--- src/rtl/xe_pkg.sv ---
package xe_pkg;
    typedef enum logic [3:0] {
        S_IDLE, S_VRD, S_VCAP, S_DRD, S_DCAP, S_XRD, S_XCAP, S_WB, S_FIN
    } state_e;

    localparam logic [1:0] AM_INC   = 2'b10;
    localparam logic [1:0] XM_BLOCK = 2'b10;
    localparam int DSC_WORDS = 6;
    localparam int DSC_BYTES = 2 * DSC_WORDS;
    localparam int WB_OFFSET = 4;
endpackage

--- src/rtl/xe_arb.sv ---
module xe_arb #(
    parameter int N  = 4,
    parameter int SW = $clog2(N)
) (
    input  logic [N-1:0]  pend,
    output logic          hit,
    output logic [SW-1:0] sel
);
    always_comb begin
        hit = |pend;
        sel = '0;
        for (int i = N - 1; i >= 0; i--) begin
            if (pend[i]) sel = SW'(i);
        end
    end
endmodule

--- src/rtl/xe_step.sv ---
module xe_step
    import xe_pkg::*;
#(
    parameter int AW = 16
) (
    input  logic [AW-1:0] addr,
    input  logic [1:0]    mode,
    input  logic          wide,
    output logic [AW-1:0] nxt
);
    always_comb begin
        if (mode == AM_INC) nxt = addr + (wide ? AW'(2) : AW'(1));
        else                nxt = addr;
    end
endmodule

--- src/rtl/xe_count.sv ---
module xe_count #(
    parameter int CW = 16,
    localparam int HW = CW / 2
) (
    input  logic          blk,
    input  logic [CW-1:0] cra,
    input  logic [CW-1:0] crb,
    output logic [CW-1:0] cra_nx,
    output logic [CW-1:0] crb_nx,
    output logic          grp_done,
    output logic          cnt_end
);
    logic [HW-1:0] lo_nx;

    always_comb begin
        lo_nx    = cra[HW-1:0] - HW'(1);
        cra_nx   = cra;
        crb_nx   = crb;
        grp_done = 1'b0;
        cnt_end  = 1'b0;
        if (blk) begin
            if (lo_nx == '0) begin
                cra_nx   = {cra[CW-1:HW], cra[CW-1:HW]};
                crb_nx   = crb - CW'(1);
                grp_done = 1'b1;
                cnt_end  = (crb == CW'(1));
            end else begin
                cra_nx = {cra[CW-1:HW], lo_nx};
            end
        end else begin
            cra_nx   = cra - CW'(1);
            grp_done = 1'b1;
            cnt_end  = (cra == CW'(1));
        end
    end
endmodule

--- src/rtl/xfer_engine.sv ---
module xfer_engine
    import xe_pkg::*;
#(
    parameter int            N_SRC    = 4,
    parameter int            AW       = 16,
    parameter logic [AW-1:0] VEC_BASE = AW'('h40)
) (
    input  logic                     clk,
    input  logic                     rst_n,
    input  logic [N_SRC-1:0]         act_req,
    input  logic [N_SRC-1:0]         en_set,
    input  logic                     sw_req,
    input  logic [$clog2(N_SRC)-1:0] sw_sel,
    output logic [N_SRC-1:0]         flag_clr,
    output logic [N_SRC-1:0]         cpu_irq,
    output logic [N_SRC-1:0]         src_en,
    output logic                     busy,
    output logic                     mem_req,
    output logic                     mem_we,
    output logic                     mem_size,
    output logic [AW-1:0]            mem_addr,
    output logic [15:0]              mem_wdata,
    input  logic [15:0]              mem_rdata
);
    localparam int SEL_W = $clog2(N_SRC);
    localparam int CW    = 16;

    typedef struct packed {
        state_e             st;
        logic [SEL_W-1:0]   sel;
        logic               hw;
        logic               eoc;
        logic [2:0]         idx;
        logic [AW-1:0]      dsc;
        logic [1:0]         smode;
        logic [1:0]         dmode;
        logic [1:0]         xmode;
        logic               wide;
        logic               chain;
        logic [AW-1:0]      sar;
        logic [AW-1:0]      dar;
        logic [CW-1:0]      cra;
        logic [CW-1:0]      crb;
        logic [N_SRC-1:0]   en;
    } regs_t;

    localparam regs_t RST = '{st: S_IDLE, default: '0};

    regs_t q, d;

    logic [N_SRC-1:0] pend_w;
    logic             arb_hit;
    logic [SEL_W-1:0] arb_sel;
    logic [AW-1:0]    sar_nx, dar_nx;
    logic [CW-1:0]    cra_nx, crb_nx;
    logic             grp_done, cnt_end;
    logic [N_SRC-1:0] sel_oh;

    assign pend_w = act_req & q.en;
    assign sel_oh = N_SRC'(1) << q.sel;

    xe_arb #(.N(N_SRC)) u_arb (
        .pend (pend_w),
        .hit  (arb_hit),
        .sel  (arb_sel)
    );

    xe_step #(.AW(AW)) u_sstep (
        .addr (q.sar),
        .mode (q.smode),
        .wide (q.wide),
        .nxt  (sar_nx)
    );

    xe_step #(.AW(AW)) u_dstep (
        .addr (q.dar),
        .mode (q.dmode),
        .wide (q.wide),
        .nxt  (dar_nx)
    );

    xe_count #(.CW(CW)) u_cnt (
        .blk      (q.xmode == XM_BLOCK),
        .cra      (q.cra),
        .crb      (q.crb),
        .cra_nx   (cra_nx),
        .crb_nx   (crb_nx),
        .grp_done (grp_done),
        .cnt_end  (cnt_end)
    );

    always_comb begin
        d         = q;
        d.en      = q.en | en_set;
        flag_clr  = '0;
        cpu_irq   = '0;
        mem_req   = 1'b0;
        mem_we    = 1'b0;
        mem_size  = 1'b1;
        mem_addr  = '0;
        mem_wdata = '0;
        case (q.st)
            S_IDLE: begin
                if (arb_hit) begin
                    d.sel = arb_sel;
                    d.hw  = 1'b1;
                    d.eoc = 1'b0;
                    d.st  = S_VRD;
                end else if (sw_req) begin
                    d.sel = sw_sel;
                    d.hw  = 1'b0;
                    d.eoc = 1'b0;
                    d.st  = S_VRD;
                end
            end
            S_VRD: begin
                mem_req  = 1'b1;
                mem_addr = VEC_BASE + AW'({q.sel, 1'b0});
                d.st     = S_VCAP;
            end
            S_VCAP: begin
                d.dsc = AW'(mem_rdata);
                d.idx = '0;
                d.st  = S_DRD;
            end
            S_DRD: begin
                mem_req  = 1'b1;
                mem_addr = q.dsc + AW'({q.idx, 1'b0});
                d.st     = S_DCAP;
            end
            S_DCAP: begin
                case (q.idx)
                    3'd0: begin
                        d.smode = mem_rdata[1:0];
                        d.dmode = mem_rdata[3:2];
                        d.xmode = mem_rdata[5:4];
                        d.wide  = mem_rdata[6];
                    end
                    3'd1:    d.chain = mem_rdata[0];
                    3'd2:    d.sar   = AW'(mem_rdata);
                    3'd3:    d.dar   = AW'(mem_rdata);
                    3'd4:    d.cra   = mem_rdata;
                    default: d.crb   = mem_rdata;
                endcase
                if (q.idx == 3'(DSC_WORDS - 1)) begin
                    d.st = S_XRD;
                end else begin
                    d.idx = q.idx + 3'd1;
                    d.st  = S_DRD;
                end
            end
            S_XRD: begin
                mem_req  = 1'b1;
                mem_size = q.wide;
                mem_addr = q.sar;
                d.st     = S_XCAP;
            end
            S_XCAP: begin
                mem_req   = 1'b1;
                mem_we    = 1'b1;
                mem_size  = q.wide;
                mem_addr  = q.dar;
                mem_wdata = q.wide ? mem_rdata : {8'h00, mem_rdata[7:0]};
                d.sar     = sar_nx;
                d.dar     = dar_nx;
                d.cra     = cra_nx;
                d.crb     = crb_nx;
                d.eoc     = q.eoc | cnt_end;
                if (grp_done) begin
                    d.idx = '0;
                    d.st  = S_WB;
                end else begin
                    d.st  = S_XRD;
                end
            end
            S_WB: begin
                mem_req  = 1'b1;
                mem_we   = 1'b1;
                mem_addr = q.dsc + AW'(WB_OFFSET) + AW'({q.idx, 1'b0});
                case (q.idx)
                    3'd0:    mem_wdata = 16'(q.sar);
                    3'd1:    mem_wdata = 16'(q.dar);
                    3'd2:    mem_wdata = q.cra;
                    default: mem_wdata = q.crb;
                endcase
                if (q.idx == 3'd3) begin
                    if (q.chain) begin
                        d.dsc = q.dsc + AW'(DSC_BYTES);
                        d.idx = '0;
                        d.st  = S_DRD;
                    end else begin
                        d.st  = S_FIN;
                    end
                end else begin
                    d.idx = q.idx + 3'd1;
                end
            end
            S_FIN: begin
                if (q.hw) begin
                    if (q.eoc) begin
                        cpu_irq = sel_oh;
                        d.en    = d.en & ~sel_oh;
                    end else begin
                        flag_clr = sel_oh;
                    end
                end
                d.st = S_IDLE;
            end
            default: d.st = S_IDLE;
        endcase
    end

    always_ff @(posedge clk or negedge rst_n) begin
        if (!rst_n) q <= RST;
        else        q <= d;
    end

    assign busy   = (q.st != S_IDLE);
    assign src_en = q.en;
endmodule

--- config.mk ---
export PLATFORM = sky130hd
export DESIGN_NAME = xfer_engine
export DESIGN_NICKNAME = d
export VERILOG_FILES = /design/src/rtl/xe_pkg.sv /design/src/rtl/xe_arb.sv /design/src/rtl/xe_step.sv /design/src/rtl/xe_count.sv /design/src/rtl/xfer_engine.sv
export SDC_FILE = /design/constraint.sdc
export NUM_CORES = 1
export LEC_CHECK = 0
export ABC_CLOCK_PERIOD_IN_PS = 2500
export BUFFER_PORTS_ARGS = -buffer_cell sky130_fd_sc_hd__clkbuf_2
export CORE_ASPECT_RATIO = 1.75
export CORE_MARGIN = 3
export CORE_UTILIZATION = 55
export CTS_BUF_LIST = sky130_fd_sc_hd__clkbuf_16
export CTS_CLUSTER_DIAMETER = 50
export CTS_CLUSTER_SIZE = 20
export DETAILED_ROUTE_END_ITERATION = 10
export PLACE_DENSITY = 0.78
export SYNTH_ARGS = -nofsm -noshare
export SYNTH_HDL_FRONTEND = slang
export SYNTH_SLANG_ARGS = --single-unit
--- constraint.sdc ---
create_clock -name clk -period 2.5 [get_ports clk]
set_input_delay 0.375 -clock clk [delete_from_list [all_inputs] [get_ports clk]]
set_output_delay 0.375 -clock clk [all_outputs]
set_load 0.005 [all_outputs]
Word level (Yosys, flattened, before mapping)
Cells that the tools add are included.

storage, ports and cells
  register bits after elaboration = 103
  bits of input ports = 29
  output and inout bits = 48
  word-level logic and storage cells = 144

cells by class
  add/subtract/negate cells = 11
  equal/unequal tests = 33
  shift operators = 1
  muxes and demuxes = 51
  bitwise gates (word level) = 5
  reductions and logical operators = 26

operator list
  cell                                                                     count
  16-bit 2-to-1 mux                                                        11
  64-bit one-hot mux with 2 select lines                                   1
  16-bit one-hot mux with 5 select lines                                   1
  16-bit one-hot mux with 2 select lines                                   2
  16-bit one-hot mux with 3 select lines                                   1
  4-bit 2-to-1 mux                                                         11
  16-bit by 4-bit adder with 16-bit output                                 2
  16-bit by 1-bit equality test with 1-bit output, second input constant   2
  4-bit one-hot mux with 8 select lines                                    1
  16-bit by 1-bit subtractor with 16-bit output, second input constant     2
  8-bit 2-to-1 mux                                                         3
  19-bit 2-to-1 mux                                                        1
  16-bit adder                                                             1
  16-bit by 2-bit adder with 16-bit output                                 1
  16-bit by 3-bit adder with 16-bit output, second input constant          1
  16-bit by 4-bit adder with 16-bit output, second input constant          1
  4-bit by 3-bit equality test with 1-bit output, second input constant    4
  2-bit inequality test, second input constant                             7
  2-bit 2-to-1 mux                                                         6
  3-bit 2-to-1 mux                                                         4
  2-bit by 1-bit inequality test with 1-bit output, second input constant  6
  3-bit one-hot mux with 4 select lines                                    1
  2-bit AND reduction                                                      6
  3-bit AND reduction                                                      4
  other kinds (27)                                                         47

Depth between registers and ports, before layout
  depth after elaboration = 7
  depth in mapped cells = 11
  mapped depth without buffers = 11

Modules after synthesis
Synthesis repeated with hierarchy kept, for this count alone.

unflattened totals
  cells, all modules = 1008
  area, all modules = 8349.3 sq um

modules (own cells, without submodules)
  module       times used  cells each  area each (sq um)  seq. area each (sq um)
  xfer_engine  1           794         6716.4             2577.5
  xe_count     1           115         847.1              0.0
  xe_step      2           46          375.4              0.0
  xe_arb       1           7           35.0               0.0

Worst setup path before layout
No wires, ideal clock.

  path kind = register to output
  start point = reg q[93] in the netlist's numbering
  end point = out mem_addr[12]
  data arrival time = 2.302 ns
  required time = 2.125 ns
  path slack = -0.177 ns
  stages on the path, launching flop included = 12
  path buffers = 0
  cell sequence = dfrtp_1 inv_1 ha_1 inv_1 ha_1 fa_1 a21oi_1 nor2_1 nand4_1 xnor2_1 a222oi_1 o21ai_0

on the way
  cells in the longest elaborated chain, start to end = 2
  elaborated cells on any way between the ends = 3
  classes of those cells = add/sub (2); mux (1)

ends and longest elaborated chain
  item                                                         line                                    text
  from (decl)                                                  xfer_engine.sv:49                       regs_t q, d;
  from (signal assigned)                                       xfer_engine.sv:214                      if (!rst_n) q <= RST;
  from (signal assigned)                                       xfer_engine.sv:215                      else q <= d;
  16-bit by 4-bit adder with 16-bit output (on tied branches)  xfer_engine.sv:179, xfer_engine.sv:128
  16-bit one-hot mux with 5 select lines (*)                   xfer_engine.sv:102                      case (q.st)
  to (decl)                                                    xfer_engine.sv:21                       output logic [AW-1:0] mem_addr,

Mark *: on every way between the ends. The rest lies on a longest branch, timed or not.

Final worst setup path
  start point = reg q[78] in the netlist's numbering
  end point = out mem_addr[8]

on the way
  cells in the longest elaborated chain, start to end = 3
  elaborated cells on any way between the ends = 4
  classes of those cells = add/sub (3); mux (1)

ends and longest elaborated chain
  item                                        line                text
  16-bit by 3-bit adder with 16-bit output    xfer_engine.sv:179  mem_addr = q.dsc + AW'(WB_OFFSET) + AW'({q.idx, 1'b0});
  16-bit by 4-bit adder with 16-bit output    xfer_engine.sv:179
  16-bit one-hot mux with 5 select lines (*)  xfer_engine.sv:102

Marks and branches as above.

==> results.ini <==
[run_status]
outcome = finished with violations
failed_checks = setup timing

[critical_path]
critPathArrivalTime_ps = 2670
slowest_stage = fa_2
critical_path.max_fanout = 2
crit_path_end_kind = output pin
path_depth = 11
critPathRequiredTime_ps = 2120
regToRegEndpoint = q[7]
ff2ff_setup_slack_ps = 0
critical_path_class = flip-flop to output pin
crit_path_start_kind = flip-flop
cp.buffers_inverters = 3
r2r-start = q[101]
critical_path.top_delay_family = adder cells
crit_end = mem_addr[8]
path_cells = inv_2, ha_4, inv_2, ha_4, fa_2, a21oi_4, nor3_1, xor2_1, a222oi_1, o21ai_1, clkbuf_2
max_stage_delay_ps = 390
reg2regPathDepth = 9
cp-startpoint = q[78]

[cts]
cts_made_buffers = 9
cts.clk_slew.worst_paths_ps = 80
cts_root_buffer = clkbuf_16
htree_levels = 3
cts_tree = built
insertion_delay_ps = 370
clock_path_buffers = 2
clock-sinks = 103

[sta]
max_freq_mhz = 329
max-slew-margin-rel_pct = 55.4
slew_viol_final = 0
fin_crit_ps = 3040
hold_violations = 0
setup_violations = 25
rsz0062_at_grt = yes
setup_slack_ps = -542
period_share_pct = 122
skew_ps = 13.0
worst_pin_slew_ps = 664

[drt]
drt_wl_total_um = 29000
ant_nets = 0
avgRoutedWirePerCell_um = 22.3
vias = 8929
drc = 0
viasPerCell = 6.88
drt_iter0_drc = 1110
drt_pass1_iterations = 8

[pwr]
power_density_nw_per_um2 = 1420
switchingPower_w = 0.00671
p_comb_share_pct = 63.0
p_total_w = 0.0139
seq_power_share_pct = 26.1
p_leak_nw = 4.14
power.internal_w = 0.00719
p_clk_share_pct = 10.8
swShare_pct = 48.3
ir_drop_mv = 0.787

[global_route]
overflow = 0
antenna_found_initial = 0
first_global_vias = 8730
grt_max_degree = 56
grt_usage_pct = 38.2
grt_pass1_wl_um = 45800

[place]
gp_congestion = 0.985
io_buffers = 76
dp_hpwl_um = 19600

[yosys]
synthFlopType = dfrtp_1
synth_cells = 986
synth_edf_count = 0
synth.most_common_cell = nand2_1
yosys-top-cells-area = dfrtp_1 33%, nand2_1 5.5%, nor2_1 5.3%
ys_warn_count = 0
synth_seq_cells = 103
synth_cell_types = 69
postSynthNetCount = 1042
yosysTopAreaCellShare_pct = 33.2
yosysTopAreaCell = dfrtp_1
synthTopCellsByCount = 113 x nand2_1, 110 x nor2_1, 103 x dfrtp_1, 81 x a21oi_1, 81 x o21ai_0
syn-cell-area_um2 = 7760
ys_seq_area_share_pct = 33.2
syn_area_per_cell_um2 = 7.87
ys_async_sr_fraction_pct = 100

[floorplan]
rows = 56
start_util_pct = 57.1
io_pins = 77
core_area_um2 = 13600
die_width_um = 95.8
fp.dieH_um = 163
dieArea_um2 = 15600

[worst_hold_path]
hp-class = input port to flip-flop

[final_layout]
drive_above_1_share_pct = 26.3
final_util_pct = 72.1
nets = 1175
antennaDiodeCount = 0
area_delta_synth_final_pct = 26.4

[flow_run]
max_cap_viol_count = 0

==> per-layer routing <==
metal / global-route usage, % / up-vias / part of all wire (%)
met2: 62.7 / 625 / 49
met4: 26.4 / 0 / 7.7
met1: 44.7 / 4212 / 35
met5: 0 / - / 0
met3: 5.85 / 180 / 8.6
li1: - / 3912 / -
==> flip-flops by register name, indices dropped and copies added (netlist names) <==
name and count:
src_en 4, q 99
==> logic make-up after synthesis <==
kind of cell,share of synthesized area (%)
and+or+nand+nor,20.6
xor gates and xnor gates,2.48
adders and majority gates,4.74
buffers and inverters,5.58
AOI/OAI and AO/OA,31.0
muxes,2.39
DFF,33.2
==> layout by cell type, fill, tap and decap left out, types with 16 or more instances in the layout <==
cell type and instances:
clkbuf_2 62, buf_4 97, a21oi_1 79, nand3_1 23, nor3_1 26, nand2_1 112, o21ai_1 46, dfrtp_1 102
a22o_1 24, nor2_1 103, o21ai_0 52, inv_1 30, o22a_1 16
==> per-stage QoR <==
stage          cell area [um^2]  setup slack [ps]  hold WS [ps]  instances  TNS [ps]
3_5_place_dp               8780              -177           367       1249      -976
3_3_place_gp               8780              -150           365       1249      -701
2_1_floorplan              7770             -33.1          79.4        986     -33.1
6_report                   9800              -542           226       1298     -4540
4_1_cts                    9740              -483           228       1293     -5140
5_1_grt                    9800              -606           241       1298     -6380
==> area by class of cell <==
cell class | instances | area, um^2
multi-input combinational | 777 | 5160
clock buffer | 9 | 225
clock inverter | 7 | 80.1
tap | 174 | 218
inverter | 35 | 138
fill | 1050 | 3790
timing repair buffer | 193 | 1410
sequential | 103 | 2580
==> how the worst min path moves through the flow <==
| stage | startpoint | endpoint | slack (ps) | depth (start not counted) |
|---|---|---|---|---|
| 6_report | en_set[0] | src_en[0] | 230 | 3 |
| 2_1_floorplan | rst_n | q[100] | 80 | 0 |
| 3_5_place_dp | rst_n | src_en[2] | 370 | 1 |
| 5_1_grt | en_set[2] | src_en[2] | 240 | 3 |
| 3_3_place_gp | rst_n | src_en[2] | 370 | 1 |
| 4_1_cts | en_set[2] | src_en[2] | 230 | 3 |
==> power by group through the flow <==
stage | Combinational (W) | Clock, W | Sequential, W
floorplan | 0.00466 | 0 | 0.00307
global placement | 0.00697 | 0 | 0.00347
detailed placement | 0.00710 | 0 | 0.00348
CTS | 0.00829 | 0.00151 | 0.00352
global route | 0.00939 | 0.00157 | 0.00369
finish | 0.00876 | 0.00151 | 0.00363
==> worst reg2reg max path: stages, from the launching register on <==
cell     delay [ps]
dfrtp_1         400
buf_4           250
or3b_2          510
nor2_1          190
buf_4           180
and3_1          190
a31oi_2          70
buf_12          210
o21ai_1         250
o21ai_1         120
==> what timing repair did <==
| action | CTS | global route |
|---|---|---|
| hold buffers | 1 | 0 |
| resized for setup | 101 | 35 |
| gates cloned | 4 | 0 |
| hold endpoints to repair | 28 | 0 |
| endpoints found under the setup margin | 32 | 68 |
| pin swaps | 43 | 26 |
| setup buffers | 24 | 11 |
No activity file was read; power rests on OpenSTA's default activity.
